$ cat src/rtl/rst_pkg.sv
package rst_pkg;

   // How a read port resolved its answer this cycle.
   typedef enum logic [1:0] {
      RD_TABLE   = 2'd0,
      RD_PENDING = 2'd1,
      RD_BYPASS  = 2'd2
   } rd_src_e;

endpackage

$ cat src/rtl/rst_entry.sv
module rst_entry #(
   parameter int DATA_W = 64,
   parameter int TAG_W  = 4,
   parameter int IDX_W  = 4,
   parameter int IDX    = 0
) (
   input  logic              clk,
   input  logic              rst_n,
   input  logic              ren_valid,
   input  logic [IDX_W-1:0]  ren_idx,
   input  logic [TAG_W-1:0]  ren_tag,
   input  logic              bc_valid,
   input  logic [TAG_W-1:0]  bc_tag,
   input  logic [DATA_W-1:0] bc_data,
   output logic [TAG_W-1:0]  tag_o,
   output logic [DATA_W-1:0] val_o
);

   logic [TAG_W-1:0]  tag_q;
   logic [DATA_W-1:0] val_q;
   logic              ren_hit;
   logic              bc_hit;

   assign ren_hit = ren_valid && (ren_idx == IDX_W'(IDX));
   assign bc_hit  = bc_valid && (bc_tag != '0) && (tag_q == bc_tag);

   always_ff @(posedge clk) begin
      if (!rst_n) begin
         tag_q <= '0;
         val_q <= '0;
      end else begin
         if (ren_hit)
            tag_q <= ren_tag;
         else if (bc_hit)
            tag_q <= '0;
         if (bc_hit)
            val_q <= bc_data;
      end
   end

   assign tag_o = tag_q;
   assign val_o = val_q;

   // a rename lands on the next cycle
   a_r4_rename_lands: assert property (@(posedge clk) disable iff (!rst_n)
      ren_hit |=> (tag_q == $past(ren_tag)));

   // a matching broadcast without rename clears the producer
   a_r5_match_clears: assert property (@(posedge clk) disable iff (!rst_n)
      (bc_hit && !ren_hit) |=> (tag_q == '0 && val_q == $past(bc_data)));

   // the value moves only on a matching broadcast
   a_r6_value_held: assert property (@(posedge clk) disable iff (!rst_n)
      !bc_hit |=> $stable(val_q));

   // rename wins the tag, data still written
   a_r7_rename_and_match: assert property (@(posedge clk) disable iff (!rst_n)
      (ren_hit && bc_hit) |=> (tag_q == $past(ren_tag) && val_q == $past(bc_data)));

endmodule

$ cat src/rtl/rst_read_port.sv
module rst_read_port
   import rst_pkg::*;
#(
   parameter int DATA_W   = 64,
   parameter int TAG_W    = 4,
   parameter int NUM_REGS = 16,
   parameter int IDX_W    = 4,
   parameter bit BYPASS   = 1'b1
) (
   input  logic                             clk,
   input  logic                             rst_n,
   input  logic [IDX_W-1:0]                 sel,
   input  logic [NUM_REGS-1:0][TAG_W-1:0]   tag_tbl,
   input  logic [NUM_REGS-1:0][DATA_W-1:0]  val_tbl,
   input  logic                             bc_valid,
   input  logic [TAG_W-1:0]                 bc_tag,
   input  logic [DATA_W-1:0]                bc_data,
   output logic [TAG_W-1:0]                 tag_o,
   output logic [DATA_W-1:0]                val_o
);

   logic [TAG_W-1:0]  cur_tag;
   logic [DATA_W-1:0] cur_val;
   logic              fwd_hit;
   rd_src_e           src;

   assign cur_tag = tag_tbl[sel];
   assign cur_val = val_tbl[sel];

   generate
      if (BYPASS) begin : g_fwd
         assign fwd_hit = bc_valid && (bc_tag != '0) && (cur_tag == bc_tag);
      end else begin : g_nofwd
         assign fwd_hit = 1'b0;
      end
   endgenerate

   always_comb begin
      if (cur_tag == '0)
         src = RD_TABLE;
      else if (fwd_hit)
         src = RD_BYPASS;
      else
         src = RD_PENDING;
   end

   always_comb begin
      unique case (src)
         RD_TABLE: begin
            tag_o = '0;
            val_o = cur_val;
         end
         RD_BYPASS: begin
            tag_o = '0;
            val_o = bc_data;
         end
         default: begin
            tag_o = cur_tag;
            val_o = '0;
         end
      endcase
   end

   // a pending answer hides the value and names the table's producer
   a_r3_pending_hides_value: assert property (@(posedge clk) disable iff (!rst_n)
      (tag_o != '0) |-> (val_o == '0 && tag_o == tag_tbl[sel]));

   // a ready register returns its stored value
   a_r2_ready_value: assert property (@(posedge clk) disable iff (!rst_n)
      (tag_tbl[sel] == '0) |-> (tag_o == '0 && val_o == val_tbl[sel]));

   generate
      if (BYPASS) begin : g_fwd_chk
         // coinciding matching broadcast is forwarded
         a_r8_forward: assert property (@(posedge clk) disable iff (!rst_n)
            (bc_valid && bc_tag != '0 && tag_tbl[sel] == bc_tag)
               |-> (tag_o == '0 && val_o == bc_data));
      end
   endgenerate

endmodule

$ cat src/rtl/rename_status_table.sv
module rename_status_table #(
   parameter int NUM_REGS = 16,
   parameter int DATA_W   = 64,
   parameter int TAG_W    = 4,
   parameter bit BYPASS   = 1'b1,
   localparam int IDX_W   = $clog2(NUM_REGS)
) (
   input  logic              clk,
   input  logic              rst_n,
   input  logic              iss_valid,
   input  logic              iss_dst_en,
   input  logic [IDX_W-1:0]  iss_dst,
   input  logic [TAG_W-1:0]  iss_tag,
   input  logic [IDX_W-1:0]  iss_src_a,
   input  logic [IDX_W-1:0]  iss_src_b,
   input  logic              bc_valid,
   input  logic [TAG_W-1:0]  bc_tag,
   input  logic [DATA_W-1:0] bc_data,
   output logic [TAG_W-1:0]  src_a_tag,
   output logic [DATA_W-1:0] src_a_val,
   output logic [TAG_W-1:0]  src_b_tag,
   output logic [DATA_W-1:0] src_b_val
);

   generate
      if (NUM_REGS < 2) begin : g_bad_regs
         $error("NUM_REGS must be at least 2");
      end
      if (TAG_W < 1) begin : g_bad_tag
         $error("TAG_W must be at least 1");
      end
      if (DATA_W < 1) begin : g_bad_data
         $error("DATA_W must be at least 1");
      end
   endgenerate

   logic                            ren_valid;
   logic [NUM_REGS-1:0][TAG_W-1:0]  tag_tbl;
   logic [NUM_REGS-1:0][DATA_W-1:0] val_tbl;

   assign ren_valid = iss_valid && iss_dst_en;

   generate
      for (genvar i = 0; i < NUM_REGS; i++) begin : g_entry
         rst_entry #(
            .DATA_W (DATA_W),
            .TAG_W  (TAG_W),
            .IDX_W  (IDX_W),
            .IDX    (i)
         ) u_entry (
            .clk       (clk),
            .rst_n     (rst_n),
            .ren_valid (ren_valid),
            .ren_idx   (iss_dst),
            .ren_tag   (iss_tag),
            .bc_valid  (bc_valid),
            .bc_tag    (bc_tag),
            .bc_data   (bc_data),
            .tag_o     (tag_tbl[i]),
            .val_o     (val_tbl[i])
         );
      end
   endgenerate

   rst_read_port #(
      .DATA_W (DATA_W), .TAG_W (TAG_W), .NUM_REGS (NUM_REGS),
      .IDX_W  (IDX_W),  .BYPASS (BYPASS)
   ) u_port_a (
      .clk      (clk),
      .rst_n    (rst_n),
      .sel      (iss_src_a),
      .tag_tbl  (tag_tbl),
      .val_tbl  (val_tbl),
      .bc_valid (bc_valid),
      .bc_tag   (bc_tag),
      .bc_data  (bc_data),
      .tag_o    (src_a_tag),
      .val_o    (src_a_val)
   );

   rst_read_port #(
      .DATA_W (DATA_W), .TAG_W (TAG_W), .NUM_REGS (NUM_REGS),
      .IDX_W  (IDX_W),  .BYPASS (BYPASS)
   ) u_port_b (
      .clk      (clk),
      .rst_n    (rst_n),
      .sel      (iss_src_b),
      .tag_tbl  (tag_tbl),
      .val_tbl  (val_tbl),
      .bc_valid (bc_valid),
      .bc_tag   (bc_tag),
      .bc_data  (bc_data),
      .tag_o    (src_b_tag),
      .val_o    (src_b_val)
   );

   // no issue, no tag change on the named destination
   a_r10_no_rename: assert property (@(posedge clk) disable iff (!rst_n)
      (!ren_valid && !bc_valid) |=> $stable(tag_tbl));

   // the source read sees the pre-rename producer of the destination
   a_r9_old_view: assert property (@(posedge clk) disable iff (!rst_n)
      (ren_valid && iss_src_a == iss_dst && !bc_valid) |-> (src_a_tag == tag_tbl[iss_dst]));

endmodule

$ cat config.mk
export PLATFORM = sky130hd
export DESIGN_NAME = rename_status_table
export DESIGN_NICKNAME = d
export VERILOG_FILES = /design/src/rtl/rst_pkg.sv /design/src/rtl/rst_entry.sv /design/src/rtl/rst_read_port.sv /design/src/rtl/rename_status_table.sv
export SDC_FILE = /design/constraint.sdc
export NUM_CORES = 2
export LEC_CHECK = 0
export ABC_CLOCK_PERIOD_IN_PS = 7530
export BUFFER_PORTS_ARGS = -buffer_cell sky130_fd_sc_hd__buf_4
export CAP_MARGIN = 15
export CORE_MARGIN = 2
export CORE_UTILIZATION = 53
export DETAILED_ROUTE_END_ITERATION = 8
export HOLD_SLACK_MARGIN = 0.1
export PLACE_DENSITY_LB_ADDON = 0.3
export SLEW_MARGIN = 40
export SYNTH_ARGS = -nofsm -noshare
export SYNTH_HDL_FRONTEND = slang
export SYNTH_SLANG_ARGS = --single-unit
$ cat constraint.sdc
create_clock -name clk -period 7.53 [get_ports clk]
set_input_delay 2.259 -clock clk [delete_from_list [all_inputs] [get_ports clk]]
set_output_delay 2.259 -clock clk [all_outputs]
set_load 0.05 [all_outputs]
# After elaboration in Yosys (flattened, before gate mapping)
# Cells that the tools add are included.
# classes
magnitude_cmp,2
n_eq_ne,35
n_mux,48
reduce_logical,60
# op_table
operator,count
$bmux 64 s4,2
$pmux 64 s2,2
$mux 4,36
$mux 64,2
$eq 4x4->1,18
$logic_and 1x1->1,36
$bmux 4 s4,2
$eq 4x4->1 const B,8
$reduce_bool 2->1,16
$eq 4x3->1 const B,4
$logic_not 4->1,3
$lt 4x5->1 const B,2
$eq 4x2->1 const B,2
$mux 2,4
$eq 2x2->1 const B,2
$eq 4x1->1 const B,1
$logic_not 2->1,2
$reduce_bool 4->1,1
$reduce_or 2->1,2
# totals
ff_bits,1088
input_bits,89
output_inout_bits,136
elab_cells,177

# Longest topological paths before layout
# logic_depth
word_depth,9
ltp_mapped,10
ltp_nobuf,6

# By module
# From an unflattened synthesis, not the netlist that was laid out.
# hier_totals
cells_unflattened,6042
hier_area_um2,61729.2
# modules_own_cells
module,n_inst,cells_per_inst,area_per_inst_um2
rst_read_port,2,581,8981.1
rst_entry at g_entry[10].u_entry ...,4,306,2740.1
rst_entry at g_entry[11].u_entry ...,4,304,2731.4
rst_entry at g_entry[13].u_entry ...,2,306,2737.6
rst_entry at g_entry[1].u_entry ...,2,305,2736.4
rst_entry at g_entry[12].u_entry ...,2,304,2728.9
rst_entry at g_entry[0].u_entry,1,305,2738.9
rst_entry at g_entry[15].u_entry,1,304,2730.1
rename_status_table,1,1,6.3

# Worst setup path before layout
# OpenSTA, ideal clock, no wires.
# synth_timing
path_kind,input to output
startpoint,input iss_src_a[1]
endpoint,output src_a_val[55]
arrival_ns,5.249
slack_ns,0.022
stages,8
path_cell_list,buf_2 > mux4_2 > mux4_2 > xor2_1 > a41oi_2 > o2111ai_2 > clkbuf_1 > o21ai_0
# synth_between
elab_chain_cells,8
# synth_lines
item,line,text
from (decl),rename_status_table.sv:14,"input logic [IDX_W-1:0] iss_src_a,"
$bmux 4 s4,rst_read_port.sv:27,assign cur_tag = tag_tbl[sel];
$mux 4 (implied by the code),rst_read_port.sv:27,
$eq 4x4->1,rst_read_port.sv:32,assign fwd_hit = bc_valid && (bc_tag != '0) && (cur_tag == bc_tag);
$logic_and 1x1->1,rst_read_port.sv:32,
$mux 2,rst_read_port.sv:41,else if (fwd_hit)
$mux 2,rst_read_port.sv:39,if (cur_tag == '0)
$eq 2x2->1 or $logic_not 2->1 (tied branches),rst_read_port.sv:48,unique case (src)
$pmux 64 s2 (*),rst_read_port.sv:48,
to (decl),rename_status_table.sv:20,"output logic [DATA_W-1:0] src_a_val,"
# Mark *: on every way between the ends. The rest lies on a longest branch, timed or not. The select of a mux whose other input is x is not followed.

# Final worst setup path
# layout_timing
startpoint,input iss_src_a[2]
endpoint,output src_a_val[38]
# Same word-level chain as after synthesis.

==> impl_metrics.ini <==
[job]
drv_cap = 0

[clock_tree]
cts_hold_buf = 0
cts_tree = built
cts_root_buf = clkbuf_16
clk_pin_slew_ns = 0.05
cts_buffers = 118
clock-sinks = 1088
postCtsSetupBuffers = 0
ctsResizeCount = 0
htreeDepth = 3
cts.path.max_buffers = 3
clock_latency_ns = 0.71

[synthesis]
syn_area_per_cell_um2 = 11.3
ys_warn_count = 0
yosys_register_bits = 1088
async_flop_share_pct = 0
synth_cell_types = 53
synthCells = 5389
synth-seq-area-share_pct = 35.6
synth_ff_type = dfxtp_1
syn_area_um2 = 61100
syn_nets = 5478
synth_edf_count = 0

[global_routing]
track_usage_pct = 29.0
grt_max_degree = 261
grt.overflow.total = 0
grt_pass1_vias = 41700
grt_antenna_before_repair = 1
grt_pass1_wl_um = 263000

[finish]
fin_nets = 5344
drive_gt1_share_pct = 23.5
area_growth_pct = 11.6
final_common_cell = mux2i_1
multi_input_area_um2 = 36800
final_cell_mix = mux2i_1 (1124), dfxtp_1 (1088), nor2b_1 (1051)
layout.area.seq_um2 = 21800
fill_cells = 9206
utilization_pct = 59.6

[power]
ir_drop_uv = 203
total_power_w = 0.0136
power_density_nw_per_um2 = 199
p_leak_nw = 21.8

[sta]
finalClockSkew_ns = 0.0205
fmax_mhz = 135
setup_ws_ns = 0.139
hold_ws_ns = 0.531
slew_headroom_pct = 41.4
fin_setup_tns_ns = 0
drv_slew = 0
rsz0062_at_grt = false
finalHoldViolations = 0
period_needed_ns = 7.39
worstMarginPinSlew_ns = 0.879
setup_viol = 0
finalCritPeriodShare_pct = 98.2

[floorplanning]
die-width_um = 344
die_y_um = 344
initial_core_util_pct = 53.5
die-area_um2 = 118000
num_rows = 124
ios = 225
core_um2 = 114000

[setup_path]
cp.arrival_ns = 5.13
endpoint_kind = output pin
required_ns = 5.27
crit_start = iss_src_a[2]
crit_type = input pin to output pin
cp-start-kind = input pin
r2r_cells = 7
r2r_slack_ns = 4.36
crit_fanout = 56
r2r-start = g_entry[5].u_entry.tag_o[2]
reg2reg_to = g_entry[5].u_entry.val_o[43]

[placement]
dp_hpwl_um = 99300
place_congestion = 0.955
place_ws_ns = 0.185
port_buffers = 224

[min_path]
hp-class = flop to flop
min_delay_path_depth = 2
holdPathEnd = g_entry[6].u_entry.val_o[55]
holdCritStartpoint = g_entry[6].u_entry.val_o[55]

[detailed_routing]
drcViolationCount = 0
drt-total-wl_um = 174000
route.vias.total = 42500
drt_first_pass_iters = 5
drt-initial-drc-count = 3975
vias_per_cell = 6.19
ant_nets = 0
wl_per_cell_um = 25.3

[outcome]
status = finished, final reports clean
cell type report:
type / instances / share of cell area, %
diodes: 1 / 0.00367
clock buffers: 174 / 5.25
clock inverters: 49 / 1.05
inverters: 65 / 0.358
multi-input cells: 3641 / 54.0
flip-flops and latches: 1088 / 31.9
well taps: 1512 / 2.77
repair buffers: 341 / 4.66
stage by stage:
step,area [um^2],instances
4_1_cts,68100,6867
2_1_floorplan,61100,5389
6_report,68200,6871
3_5_place_dp,63800,6644
5_1_grt,68200,6870
3_3_place_gp,63600,6636
critical path: stages:
cell	delay [ns]
buf_6	0.16
mux4_2	0.51
mux2i_1	0.37
o21ai_0	0.25
nor4b_4	0.40
buf_12	0.36
o21ai_0	0.26
buf_4	0.20
o21ai_2	0.04
buf_4	0.21
sequential cells by signal, summed over array words and instances, names as in the netlist:
name                   cells
g_entry.u_entry.val_o   1024
g_entry.u_entry.tag_o     64
worst max-delay path by stage:
stage / to / cells after the start
final: src_a_val[38] / 10
after global routing: src_a_val[20] / 11
after CTS: src_a_val[20] / 10
after detailed placement: src_a_val[20] / 10
after global placement: src_b_val[20] / 11
after floorplan: src_a_val[55] / 8
routing by layer:
layer	GRT usage (%)	vias up	wire length [um]
met1	41.5	21500	77000
met4	8.18	2	4860
met2	45.9	1521	79900
met5	0	-	9
met3	4.32	321	12200
li1	-	19100	-
synth_stat cells, types with 2 or more instances:
cell type,count,share of area [%]
buf_1,151,0.93
o21ai_2,20,0.29
mux2i_1,1124,18
nor4b_1,2,0.029
nand2_1,160,0.98
a22o_1,5,0.072
nand2b_1,2,0.020
a21boi_0,2,0.025
mux2_2,65,1.2
nor3_1,7,0.057
nand4_1,17,0.17
o21ai_0,142,1.2
nor2b_1,1051,11
nand3_1,4,0.033
o2bb2ai_1,16,0.23
o211a_1,2,0.033
a221oi_1,2,0.029
and4_1,2,0.029
or3_1,2,0.020
o21ai_1,5,0.041
buf_4,4,0.049
o32ai_1,63,0.90
or2_2,2,0.020
dfxtp_1,1088,36
inv_1,65,0.40
mux4_2,596,22
and2_1,50,0.51
a21oi_1,84,0.69
a22oi_1,11,0.14
nor3b_1,17,0.21
nor2_1,103,0.63
xnor2_1,67,0.96
buf_6,9,0.17
clkbuf_1,297,1.8
buf_2,134,1.1
where the power goes:
group | leakage, nW | switching, W | internal (W)
logic | 10.9 | 0.000828 | 0.000550
clock network | 2.12 | 0.00248 | 0.00386
registers | 8.78 | 0.0000555 | 0.00583
kinds of logic after synthesis:
kind of cell / count (synthesis) / synth area share, %
multiplexers: 1785 / 41.6
AO/OA/AOI/OAI: 362 / 3.77
flip-flops: 1088 / 35.6
AND/OR/NAND/NOR: 1426 / 13.6
XOR/XNOR: 68 / 0.974
buffers and inverters: 660 / 4.46
No activity file was read; power rests on OpenSTA's default activity.
